==> config.mk <==
export PLATFORM = sky130hd
export DESIGN_NAME = burst_read_seq
export DESIGN_NICKNAME = d
export VERILOG_FILES = /design/src/rtl/burst_seq_pkg.sv /design/src/rtl/burst_cfg_reg.sv /design/src/rtl/burst_addr_gen.sv /design/src/rtl/burst_ctrl.sv /design/src/rtl/burst_array_model.sv /design/src/rtl/burst_read_seq.sv
export SDC_FILE = /design/constraint.sdc
export NUM_CORES = 1
export LEC_CHECK = 0
export ABC_CLOCK_PERIOD_IN_PS = 2200
export BUFFER_PORTS_ARGS = -buffer_cell sky130_fd_sc_hd__buf_2
export CORE_MARGIN = 1.5
export CORE_UTILIZATION = 51
export DETAILED_ROUTE_END_ITERATION = 6
export PLACE_DENSITY_LB_ADDON = 0.08
export SYNTH_ARGS = -nofsm -noshare
export SYNTH_HDL_FRONTEND = slang
export SYNTH_HIERARCHICAL = 1
export SYNTH_SLANG_ARGS = --single-unit
==> constraint.sdc <==
create_clock -name clk_i -period 2.2 [get_ports clk_i]
set_input_delay 0.11 -clock clk_i [delete_from_list [all_inputs] [get_ports clk_i]]
set_output_delay 0.11 -clock clk_i [all_outputs]
set_load 0.01 [all_outputs]
==> src/rtl/burst_seq_pkg.sv <==
package burst_seq_pkg;
  localparam int CFG_W       = 16;
  localparam int CFG_ASYNC   = 15;
  localparam int CFG_XLAT_LO = 11;
  localparam int CFG_ILV     = 7;

  typedef enum logic [1:0] {LEN_4, LEN_8, LEN_CONT} len_e;
  typedef enum logic [1:0] {ST_IDLE, ST_LAT, ST_DATA, ST_GAP} st_e;

  function automatic len_e decode_len(logic [2:0] code);
    case (code)
      3'b001:  return LEN_4;
      3'b010:  return LEN_8;
      default: return LEN_CONT;
    endcase
  endfunction
endpackage

==> src/rtl/burst_cfg_reg.sv <==
module burst_cfg_reg #(
  parameter int            CMD_W   = 8,
  parameter logic [CMD_W-1:0] SETUP   = 8'hC3,
  parameter logic [CMD_W-1:0] CONFIRM = 8'h3C,
  parameter logic [15:0]   RST_VAL = 16'h8000
) (
  input  logic             clk_i,
  input  logic             rst_ni,
  input  logic             wr_i,
  input  logic [CMD_W-1:0] wr_data_i,
  input  logic [15:0]      val_i,
  output logic [15:0]      cfg_o,
  output logic             armed_o
);
  always_ff @(posedge clk_i or negedge rst_ni) begin
    if (!rst_ni) begin
      cfg_o   <= RST_VAL;
      armed_o <= 1'b0;
    end else if (wr_i) begin
      if (armed_o) begin
        armed_o <= 1'b0;
        if (wr_data_i == CONFIRM) cfg_o <= val_i;
      end else begin
        armed_o <= (wr_data_i == SETUP);
      end
    end
  end
endmodule

==> src/rtl/burst_addr_gen.sv <==
module burst_addr_gen
  import burst_seq_pkg::*;
#(
  parameter int ADDR_W = 21
) (
  input  logic [ADDR_W-1:0] base_i,
  input  logic [ADDR_W-1:0] beat_i,
  input  len_e              len_i,
  input  logic              ilv_i,
  output logic [ADDR_W-1:0] addr_o
);
  logic [ADDR_W-1:0] mask, low;

  always_comb begin
    mask = (len_i == LEN_8) ? ADDR_W'(7) : ADDR_W'(3);
    low  = ilv_i ? (base_i ^ beat_i) : (base_i + beat_i);
    if (len_i == LEN_CONT) addr_o = base_i + beat_i;
    else                   addr_o = (base_i & ~mask) | (low & mask);
  end
endmodule

==> src/rtl/burst_ctrl.sv <==
module burst_ctrl
  import burst_seq_pkg::*;
#(
  parameter int ADDR_W = 21
) (
  input  logic              clk_i,
  input  logic              rst_ni,
  input  logic [CFG_W-1:0]  cfg_i,
  input  logic              start_i,
  input  logic              stop_i,
  input  logic [ADDR_W-1:0] start_addr_i,
  input  logic [ADDR_W-1:0] cur_addr_i,
  output st_e               state_o,
  output logic [ADDR_W-1:0] beat_o,
  output logic [ADDR_W-1:0] base_o,
  output len_e              len_o,
  output logic              ilv_o
);
  logic [2:0] xl, xl_eff, cnt;
  logic       gap_done;
  logic       last_fixed;

  assign xl         = cfg_i[CFG_XLAT_LO +: 3];
  assign xl_eff     = (xl < 3'd2) ? 3'd2 : xl;
  assign last_fixed = (len_o == LEN_8) ? (beat_o == ADDR_W'(7)) : (beat_o == ADDR_W'(3));

  always_ff @(posedge clk_i or negedge rst_ni) begin
    if (!rst_ni) begin
      state_o  <= ST_IDLE;
      cnt      <= '0;
      beat_o   <= '0;
      base_o   <= '0;
      len_o    <= LEN_4;
      ilv_o    <= 1'b0;
      gap_done <= 1'b1;
    end else if (start_i && !cfg_i[CFG_ASYNC]) begin
      state_o  <= ST_LAT;
      cnt      <= xl_eff - 3'd1;
      beat_o   <= '0;
      base_o   <= start_addr_i;
      len_o    <= decode_len(cfg_i[2:0]);
      ilv_o    <= cfg_i[CFG_ILV];
      gap_done <= (start_addr_i[1:0] == 2'b00);
    end else if (stop_i) begin
      state_o <= ST_IDLE;
    end else begin
      case (state_o)
        ST_LAT: begin
          if (cnt == 3'd1) state_o <= ST_DATA;
          else             cnt <= cnt - 3'd1;
        end
        ST_DATA: begin
          if (len_o != LEN_CONT && last_fixed) begin
            state_o <= ST_IDLE;
          end else begin
            beat_o <= beat_o + 1'b1;
            // one wait at the first window crossing of an unaligned stream
            if (len_o == LEN_CONT && !gap_done && cur_addr_i[1:0] == 2'b11) begin
              state_o  <= ST_GAP;
              gap_done <= 1'b1;
            end
          end
        end
        ST_GAP:  state_o <= ST_DATA;
        default: state_o <= ST_IDLE;
      endcase
    end
  end
endmodule

==> src/rtl/burst_array_model.sv <==
module burst_array_model #(
  parameter int              ADDR_W = 21,
  parameter int              DATA_W = 16,
  parameter logic [DATA_W-1:0] SEED = 16'h5A3C
) (
  input  logic [ADDR_W-1:0] addr_i,
  output logic [DATA_W-1:0] data_o
);
  assign data_o = DATA_W'(addr_i) ^ SEED;
endmodule

==> src/rtl/burst_read_seq.sv <==
module burst_read_seq
  import burst_seq_pkg::*;
#(
  parameter int              ADDR_W  = 21,
  parameter int              DATA_W  = 16,
  parameter int              CMD_W   = 8,
  parameter logic [CMD_W-1:0] SETUP   = 8'hC3,
  parameter logic [CMD_W-1:0] CONFIRM = 8'h3C,
  parameter logic [DATA_W-1:0] SEED   = 16'h5A3C
) (
  input  logic              clk_i,
  input  logic              rst_ni,
  input  logic              wr_i,
  input  logic [CMD_W-1:0]  wr_data_i,
  input  logic [ADDR_W-1:0] addr_i,
  input  logic              start_i,
  input  logic              stop_i,
  output logic [CFG_W-1:0]  cfg_o,
  output logic [ADDR_W-1:0] addr_o,
  output logic [DATA_W-1:0] data_o,
  output logic              valid_o,
  output logic              ready_o
);
  st_e               state;
  logic [ADDR_W-1:0] beat, base;
  len_e              len;
  logic              ilv, cfg_armed;
  logic              burst_active, burst_cont, burst_gap;

  burst_cfg_reg #(.CMD_W(CMD_W), .SETUP(SETUP), .CONFIRM(CONFIRM), .RST_VAL(16'h8000)) u_cfg (
    .clk_i, .rst_ni, .wr_i, .wr_data_i,
    .val_i(addr_i[CFG_W-1:0]), .cfg_o, .armed_o(cfg_armed)
  );

  burst_ctrl #(.ADDR_W(ADDR_W)) u_ctrl (
    .clk_i, .rst_ni, .cfg_i(cfg_o), .start_i, .stop_i,
    .start_addr_i(addr_i), .cur_addr_i(addr_o),
    .state_o(state), .beat_o(beat), .base_o(base), .len_o(len), .ilv_o(ilv)
  );

  burst_addr_gen #(.ADDR_W(ADDR_W)) u_agen (
    .base_i(base), .beat_i(beat), .len_i(len), .ilv_i(ilv), .addr_o
  );

  burst_array_model #(.ADDR_W(ADDR_W), .DATA_W(DATA_W), .SEED(SEED)) u_arr (
    .addr_i(addr_o), .data_o
  );

  assign burst_active = (state != ST_IDLE);
  assign burst_cont   = burst_active && (len == LEN_CONT);
  assign burst_gap    = (state == ST_GAP);
  assign valid_o      = (state == ST_DATA);
  assign ready_o      = !(burst_cont && !valid_o);
endmodule

==> metrics, run 1 <==
Area Growth Syn to Fin=45.49%; Antenna Nets Post-Route=0; syn avg cell area=8.897 um^2; Clock Root Buffer=clkbuf_8; Peak VDD IR=0.4506 mV; Layout Utilization=0.7659; final hold vios=0; GR Util All Layers=0.2838; Final Skew=0.01381 ns; Post-synth EDFFs=0; RSZ-0062 raised after global routing=yes; reg2reg path depth=9; synth top area cells=dfrtp_1 (36%), nand2_1 (9.0%), ha_1 (6.5%); routability cong.=0.9447; endpoint class of the critical path=output pin; row count=34; number of top-level pins=89; min cycle time layout=2.936 ns; setup_tns=-16.78 ns; Worst R2R Setup Slack=-0.05 ns; initial antenna violation count=0; CP Class=register to output pin; Max clock buf depth=2; top cell type's share of synthesized area=0.3598; cell area after synthesis=0.004591 mm^2; Synth Warn #=6; largest net degree at the start of global routing=35; Initial Util=0.5264; dominant combinational cell family by area after synthesis=simple AND/OR/NAND/NOR gates; part of the power in registers=0.432; fraction of layout cells with a size suffix above 1=0.4214; final worst setup slack=-0.7363 ns; Synth cell types=65; final wirelength=14.03 mm; slew margin rel.=0.6152; post-DP HPWL=9.658 mm; clock sinks=68; drt initial violations=269; ant diodes=0; port bufs=88; most common cell in the netlist=nand2_1; startpoint types=register; final setup fails=36; Synth area leader=dfrtp_1; Worst EP required=2.09 ns; worst-margin pin slew=0.5757 ns; fmax=340.6 MHz; Post-synth ARST share=1.000; most frequent cells after synthesis=nand2_1 (110), dfrtp_1 (66), a21oi_1 (29), o21ai_0 (28), nor2_1 (26); Tcrit/Tclk final=1.335; CTS HTree Levels=3; Clock Power Share=0.335; worst-path fanout max=3; clk_lat worst skew=0.35 ns; Placed Area=0.005779 mm^2; CTS tree=done; Cell Int Power=2.153 mW; post-route cell area=0.006679 mm^2; Mapped Nets=575; sequential share of the synthesized area=0.3712; post-synthesis compound-gate area fraction=0.1777; worst hold path depth=3; Avg WL per Cell=16.97 um; router iterations before antenna repair=5; via count=4571; Pins Over Slew Limit=0; PD cells=463.9 mW/mm^2; # Max-Cap Violations=0; WP data arrival=2.83 ns; Worst Hold Class=primary input to register; mux cell area share after synthesis=0.04388; Mapped Cells=516; Net Sw Frac=0.3051; first-pass GRT wire length=21.55 mm; Logic pwr share=0.233; DRC=0; Primary FF master, synth=dfrtp_1; grt ovf=0; Die W=97.88 um; Inserted Clock Buffers=9; Via density=5.527; post-synthesis xor/xnor area fraction=0.04579; fin nets=774; Worst-path clk slew=0.09 ns; adder-cell share of the synthesized area=0.06977; overall power=3.098 mW; number of global-route vias before repair=4231; Synth Area in Simple Gates=0.2426; core area=0.008721 mm^2; Static Leak=3.222 nW; Die H=97.88 um; Synth Register Bits=68; NetSw=0.9453 mW; violated checks=negative setup slack; die area=0.009580 mm^2; status=complete, but fails checks
-- repair_timing --
item                                   4_1_cts  5_1_grt
pin swaps                                   15       20
setup buffers                                6       10
resized for setup                           24       35
hold buffers                                22        0
endpoints found under the hold margin       92        0
setup endpoints to repair                   32       43
cloned                                       0        2
-- state kept, by name, indices dropped and copies added (netlist names), 2 cells and up --
name            count
u_ctrl/base_o      21
u_ctrl/beat_o      21
u_cfg/cfg_o        16
u_ctrl/cnt          3
u_ctrl/len_o        2
u_ctrl/state_o      2
-- metrics by stage --
step	instances	worst slack, ns	hold WS [ns]
2_1_floorplan	516	-0.1528	-0.1856
3_3_place_gp	774	-0.2638	0.1907
3_5_place_dp	774	-0.2938	0.1911
4_1_cts	816	-0.6511	0.006031
5_1_grt	827	-0.8163	0.02614
6_report	827	-0.7363	0.02798
-- placed cells by master (no fill, tap or decap), types with 14 or more instances in the layout --
cell type        n
nand3_1         14
dfrtp_1         66
buf_4           93
a21oi_1         22
o21ai_0         17
mux2_2          17
inv_1           16
nor2_1          25
nand2_1        108
buf_2           85
dlygate4sd3_1   22
ha_1            20
-- critical path, cell delays in order, from the launching register on --
cell and delay (ns):
dfrtp_1 0.42, ha_4 0.18, fa_2 0.37, a211oi_4 0.26, nor2_4 0.08, o311ai_4 0.26, a21oi_1 0.14, o21a_1 0.20
nor3_2 0.19, xor2_1 0.20, buf_2 0.16
-- power groups by stage --
stage / Sequential [mW] / Combinational [mW] / Clock, mW
global route: 1.34 / 0.784 / 1.11
finish: 1.34 / 0.722 / 1.04
global placement: 1.36 / 0.607 / 0
detailed placement: 1.36 / 0.619 / 0
CTS: 1.33 / 0.683 / 1.06
floorplan: 1.35 / 0.338 / 0
-- logic make-up (layout without fill, tap and decap cells) --
logic type	after synthesis	after routing
AO/OA/AOI/OAI	114	114
AND/OR/NAND/NOR	222	222
XOR/XNOR	24	24
multiplexers	18	18
flip-flops	68	68
buffers and inverters	45	248
adder cells (fa/ha/maj)	25	25
-- cell type report --
cell class / count / area, um^2
timing repair buffer: 215 / 1558
inverter: 18 / 67.56
fill: 611 / 2042
clock inverter: 6 / 65.06
clock buffer: 9 / 123.9
sequential: 68 / 1704
tap: 108 / 135.1
multi-input combinational: 403 / 3025
-- final timing paths --
path                                   from                end
min in group asynchronous            rst_ni  u_ctrl/base_o[18]
max reg2reg                u_ctrl/beat_o[0]   u_ctrl/beat_o[9]
max in group asynchronous            rst_ni   u_ctrl/beat_o[9]
max                        u_ctrl/base_o[0]         addr_o[20]
min                               addr_i[0]   u_ctrl/base_o[0]
min reg2reg                 u_ctrl/gap_done    u_ctrl/gap_done
-- per-layer routing --
| metal | wire length [um] | GRT usage | vias to the layer above | share of wire |
|---|---|---|---|---|
| met5 | 0 | 0 | - | 0 |
| met4 | 207 | 0.08352 | 0 | 0.015 |
| met3 | 671 | 0.03579 | 18 | 0.048 |
| met2 | 6665 | 0.4456 | 152 | 0.47 |
| met1 | 6488 | 0.4117 | 2176 | 0.46 |
| li1 | - | - | 2225 | - |
Note: power is estimated with default switching activity, not from simulation.
==> run 2: changes to the inputs <==
--- a/config.mk
+++ b/config.mk
@@ -10,6 +10,7 @@
 export CORE_MARGIN = 1.5
 export CORE_UTILIZATION = 51
 export DETAILED_ROUTE_END_ITERATION = 6
+export GPL_TIMING_DRIVEN = 0
 export PLACE_DENSITY_LB_ADDON = 0.08
 export SYNTH_ARGS = -nofsm -noshare
 export SYNTH_HDL_FRONTEND = slang
==> run 2 against run 1 <==
  * The run still ends with negative setup slack left
  * Largest cell class unchanged
  * Cell area decreased by 8.3%
  * Critical path depth unchanged
  * Clock skew shrank 0.0012 ns
  * Sequential power barely moved
  * Critical endpoint unchanged
  * Fmax is 2.0% higher
==> metrics, run 2 (same netlist as run 1, synthesis figures left out) <==
biggest regs=u_ctrl/base_o (21), u_ctrl/beat_o (21), u_cfg/cfg_o (16); final hold vios=0 (unchanged); CTS HTree Levels=3 (unchanged); commonest cells after routing, fill and taps aside=nand2_1 (109), buf_2 (84), dfrtp_1 (58); # Max-Cap Violations=0 (unchanged); Placed Area=0.005236 mm^2 (-9.4%); Worst Hold Class=primary input to register; CP Class=register to output pin; grt ovf=0 (unchanged); dpl cells=712 (-8.0%); violated checks=negative setup slack; Worst EP required=2.09 ns (about the same); post-DP HPWL=9.072 mm (-6.1%); fraction of layout cells with a size suffix above 1=0.3581 (-0.06330); number of top-level pins=89 (unchanged); Pins Over Slew Limit=0 (unchanged); Tcrit/Tclk final=1.308 (-0.02652); via count=4366 (-4.5%); first-pass GRT wire length=20.41 mm (-5.3%); overall power=3.194 mW (+3.1%); part of the power in registers=0.422 (-0.010); Worst R2R Setup Slack=0 ns (+0.05 ns); Clock Power Share=0.379 (+0.044); NetSw=0.9579 mW (+1.3%); number of global-route vias before repair=4194 (-0.87%); fmax=347.5 MHz (+2.0%); post-route cell area=0.006123 mm^2 (-8.3%); fin nets=713 (-7.9%); min cycle time layout=2.878 ns (-0.05835 ns); final wirelength=12.87 mm (-8.3%); initial antenna violation count=0 (unchanged); largest net degree at the start of global routing=69 (+97%); Antenna Nets Post-Route=0 (unchanged); Via density=5.692 (+3.0%); Avg WL per Cell=16.78 um (-1.1%); Final Skew=0.01263 ns (-0.001177 ns); Net Sw Frac=0.2999 (-0.005201); GR Util All Layers=0.2689 (-0.01490); final setup fails=30 (-17%); setup_tns=-14.08 ns (+2.701 ns); ant diodes=0 (unchanged); row count=34 (unchanged); core area=0.008721 mm^2 (unchanged); final worst setup slack=-0.6779 ns (+0.05835 ns); Clock Root Buffer=clkbuf_8; worst-path fanout max=3 (unchanged); Post-Layout Cell Count=767 (-7.3%); most common cell after layout, fill and taps aside=nand2_1; slew margin rel.=0.4129 (-0.2023); met3 WL=585 um (-13%); Initial Util=0.5264 (unchanged); router iterations before antenna repair=5 (unchanged); worst-margin pin slew=0.8806 ns (+0.3049 ns); endpoint class of the critical path=output pin; Inserted Clock Buffers=9 (unchanged); routability cong.=0.8570 (-9.3%); Die H=97.88 um (unchanged); port bufs=88 (unchanged); WP data arrival=2.77 ns (-0.06 ns); Cell Int Power=2.236 mW (+3.9%); Worst-path clk slew=0.09 ns (about the same); Max clock buf depth=2 (unchanged); Area Growth Syn to Fin=33.39%; startpoint types=register; Logic pwr share=0.199 (-0.034); Die W=97.88 um (unchanged); met2 WL post-DR=6.143 mm (-7.8%); DRC=0 (unchanged); top sig layer=met4; drt initial violations=209 (-22%); CTS tree=done; PD cells=521.6 mW/mm^2 (+12%); clk_lat worst skew=0.35 ns (about the same); clock sinks=68 (unchanged); met1 WL=5.820 mm (-10%); Static Leak=2.808 nW (-13%); RSZ-0062 raised after global routing=yes; Hold Slack=0.05246 ns (+0.02448 ns); status=complete, but fails checks; Peak VDD IR=0.3644 mV (-19%); die area=0.009580 mm^2 (unchanged)
-- run 2: changes by cell type in the layout (fill, tap and decap cells not counted), moves of 3 or more --
cell	delta
dfrtp_1	-8
dfrtp_2	+8
xnor2_1	+3
ha_1	-8
ha_2	+6
buf_4	-71
clkbuf_1	+8
-- run 2: final timing paths --
path	endpoint	depth (start not counted)	from
worst max-delay path	addr_o[20]	10	u_ctrl/beat_o[0]
worst min-delay path	u_cfg/armed_o	4	wr_data_i[3]
worst max register to register	u_ctrl/beat_o[9]	8	u_ctrl/beat_o[1]
worst min register to register	u_ctrl/gap_done	2	u_ctrl/gap_done
max in group asynchronous	u_ctrl/base_o[1]	2	rst_ni
min in group asynchronous	u_ctrl/beat_o[14]	2	rst_ni
-- run 2: critical path: stages, from the launching register on --
cell and delay (ns):
dfrtp_1 0.41, ha_2 0.19, fa_2 0.35, a211oi_2 0.21
nor2_2 0.10, o311ai_2 0.26, a21oi_1 0.13, o21a_1 0.21
nor3_4 0.16, xor2_1 0.22, buf_2 0.17
-- run 2: final cells by class --
type	count	area (um^2)
inverters	18	67.56
plain buffers	26	160.2
multi-input cells	403	2952
repair buffers	128	864.6
clock inverters	7	106.4
clock buffers	9	123.9
flip-flops and latches	68	1714
well taps	108	135.1
fillers	676	2597
-- run 2: metal layers --
layer / up-vias / track usage
li1: 2111 / -
met1: 2097 / 0.3668
met2: 129 / 0.4377
met3: 29 / 0.03722
met4: 0 / 0.09890
met5: - / 0
-- run 2: timing repair --
| action | 4_1_cts | 5_1_grt |
|---|---|---|
| setup buffers | 12 | 3 |
| hold buffers | 24 | 0 |
| pin swaps | 17 | 12 |
| hold endpoints to repair | 89 | 0 |
| setup endpoints to repair | 40 | 39 |
| resized for setup | 37 | 26 |
| cloned | 0 | 1 |
-- run 2: power by group through the flow --
stage               clock [mW]  sequential, mW  combinational (mW)
finish                    1.21            1.35               0.636
global placement             0            1.36               0.532
global route              1.28            1.35               0.699
floorplan                    0            1.35               0.338
detailed placement           0            1.37               0.543
CTS                       1.23            1.35               0.618
-- run 2: per-stage QoR --
step	utilization	setup WS, ns
after floorplan	-	-0.1528
after CTS	0.6879	-0.6833
final	0.7022	-0.6779
after detailed placement	0.6004	-0.4321
after global routing	0.7022	-0.7739
after global placement	0.6001	-0.4035
==> run 3: changes to the inputs <==
--- a/config.mk
+++ b/config.mk
@@ -7,8 +7,10 @@
 export LEC_CHECK = 0
 export ABC_CLOCK_PERIOD_IN_PS = 2200
 export BUFFER_PORTS_ARGS = -buffer_cell sky130_fd_sc_hd__buf_2
+export CELL_PAD_IN_SITES_DETAIL_PLACEMENT = 0
+export CELL_PAD_IN_SITES_GLOBAL_PLACEMENT = 1
 export CORE_MARGIN = 1.5
-export CORE_UTILIZATION = 51
+export CORE_UTILIZATION = 38
 export DETAILED_ROUTE_END_ITERATION = 6
 export GPL_TIMING_DRIVEN = 0
 export PLACE_DENSITY_LB_ADDON = 0.08
==> run 3 against run 2 <==
  * The run still ends with negative setup slack left
  * Global-route usage is 5.1 points lower
  * Non-clock buffer count up 8
  * Flip-flop and latch count stayed put
  * Largest cell class unchanged
  * Critical path depth up 1
  * Critical path type unchanged
  * Clock power rose by 37%
  * Sequential power about the same
==> metrics, run 3 (same netlist as run 1, synthesis figures left out) <==
status=complete, but fails checks; violated checks=negative setup slack; Worst-path clk slew=0.05 ns (-0.04 ns); router iterations before antenna repair=4 (-1); Hold Slack=0.02380 ns (-0.02867 ns); biggest regs=u_ctrl/base_o (21), u_ctrl/beat_o (21), u_cfg/cfg_o (16); largest net degree at the start of global routing=51 (-26%); slew margin rel.=0.5661 (+0.1532); overall power=3.683 mW (+15%); Worst R2R Setup Slack=0.07 ns (+0.07 ns); final worst setup slack=-0.6984 ns (-0.02050 ns); worst-path fanout max=4 (+1); Via density=5.330 (-6.4%); RSZ-0062 raised after global routing=yes; post-DP HPWL=9.894 mm (+9.1%); Pins Over Slew Limit=0 (unchanged); CTS HTree Levels=3 (unchanged); worst hold path depth=3 (-1); number of fill cells=1055 (+56%); min cycle time layout=2.898 ns (+0.02050 ns); Tcrit/Tclk final=1.317 (+0.009319); Worst EP required=2.09 ns (about the same); fmax=345.0 MHz (-0.71%); FF-to-FF End=u_ctrl/beat_o[17]; Max clock buf depth=2 (unchanged); Avg WL per Cell=16.76 um (about the same); startpoint types=register; port bufs=88 (unchanged); clk_lat worst skew=0.34 ns (about the same); Worst Hold Class=primary input to register; CP Class=register to output pin; Final Skew=0.006395 ns (-0.006239 ns); fraction of layout cells with a size suffix above 1=0.3874 (+0.02927); CTS tree=done; drt initial violations=259 (+24%); GR Util All Layers=0.2178 (-0.05115); commonest cells after routing, fill and taps aside=nand2_1 (109), buf_2 (81), dfrtp_1 (54); DRC=0 (unchanged); row count=39 (+15%); FF-to-FF Start=u_ctrl/beat_o[1]; Inserted Clock Buffers=9 (unchanged); Peak VDD IR=0.4943 mV (+36%); reg2reg path depth=9 (+1); number of global-route vias before repair=4187 (-0.17%); WP data arrival=2.79 ns (+0.02 ns); # Max-Cap Violations=0 (unchanged); via count=4312 (-1.2%); ant diodes=0 (unchanged); Antenna Nets Post-Route=0 (unchanged); Die H=112.9 um (+15%); initial antenna violation count=0 (unchanged); final hold vios=0 (unchanged); most common cell after layout, fill and taps aside=nand2_1; routability cong.=0.8639 (+0.81%); worst-margin pin slew=0.6508 ns (-0.2298 ns); die area=0.01275 mm^2 (+33%); WHS Endpoint=u_ctrl/base_o[1]; endpoint class of the critical path=output pin; number of top-level pins=89 (unchanged); Initial Util=0.3953 (-0.1311); clock sinks=68 (unchanged); Area Growth Syn to Fin=41.26%; final setup fails=31 (+3.3%); Die W=112.9 um (+15%); final wirelength=13.56 mm (+5.4%); PD cells=568.0 mW/mm^2 (+8.9%); core area=0.01161 mm^2 (+33%); Static Leak=2.908 nW (+3.6%); grt ovf=0 (unchanged); startpoint of the worst hold path=addr_i[1]; fin nets=721 (+1.1%); Clock Root Buffer=clkbuf_16; first-pass GRT wire length=21.55 mm (+5.6%)
-- run 3: metrics by stage --
stage | setup WS [ns] | TNS (ns) | util | instances | cell area (um^2)
floorplan | -0.1528 | -0.8899 | - | 516 | 4658
global placement | -0.4371 | -7.775 | 0.4544 | 747 | 5278
detailed placement | -0.4472 | -8.922 | 0.4570 | 748 | 5308
CTS | -0.6365 | -14.13 | 0.5294 | 795 | 6148
global route | -0.8335 | -18.65 | 0.5584 | 809 | 6485
finish | -0.6984 | -15.98 | 0.5584 | 809 | 6485
-- run 3: area by class of cell --
| cell class | count | area (um^2) | share of cell area |
|---|---|---|---|
| buffer | 26 | 166.4 | 0.02566 |
| clock buffer | 9 | 225.2 | 0.03473 |
| clock inverter | 6 | 113.9 | 0.01756 |
| inverter | 18 | 67.56 | 0.01042 |
| multi-input combinational | 403 | 3059 | 0.4717 |
| sequential | 68 | 1719 | 0.2651 |
| tap | 143 | 178.9 | 0.02759 |
| timing repair buffer | 136 | 954.7 | 0.1472 |
-- run 3: timing repair --
action / CTS / global route
gates resized for setup: 42 / 46
setup endpoints to repair: 41 / 46
pin swaps: 13 / 17
buffers inserted: 11 / 14
hold endpoints to repair: 56 / 0
hold buffers: 22 / 0
-- run 3: routing by layer --
layer | up-vias | track usage | part of all wire
met5 | - | 0 | 0
met4 | 0 | 0.07333 | 0.019
met3 | 17 | 0.04017 | 0.039
met2 | 89 | 0.3508 | 0.47
met1 | 2086 | 0.2968 | 0.47
li1 | 2120 | - | -
-- run 3: worst max path at each step --
stage	from	to	cells after the start
final	u_ctrl/base_o[1]	data_o[8]	11
after global routing	u_ctrl/base_o[1]	addr_o[20]	10
after CTS	u_ctrl/base_o[1]	addr_o[20]	10
after detailed placement	u_ctrl/beat_o[0]	data_o[14]	11
after global placement	u_ctrl/beat_o[0]	data_o[14]	11
after floorplan	u_ctrl/beat_o[1]	data_o[15]	8
-- run 3: critical path, stage by stage, from the launching register on --
cell	delay, ns
dfrtp_2	0.44
buf_6	0.13
fa_2	0.41
a211oi_4	0.25
nor2_4	0.08
o31ai_4	0.31
nand2b_1	0.12
a21oi_2	0.16
xor2_1	0.19
o21ai_2	0.09
buf_4	0.16
buf_6	0.11
-- run 3: power by group --
| group | switching [mW] | total [mW] | internal [mW] |
|---|---|---|---|
| combinational | 0.363 | 0.674 | 0.310 |
| sequential | 0.0559 | 1.35 | 1.30 |
| clock | 0.555 | 1.66 | 1.10 |
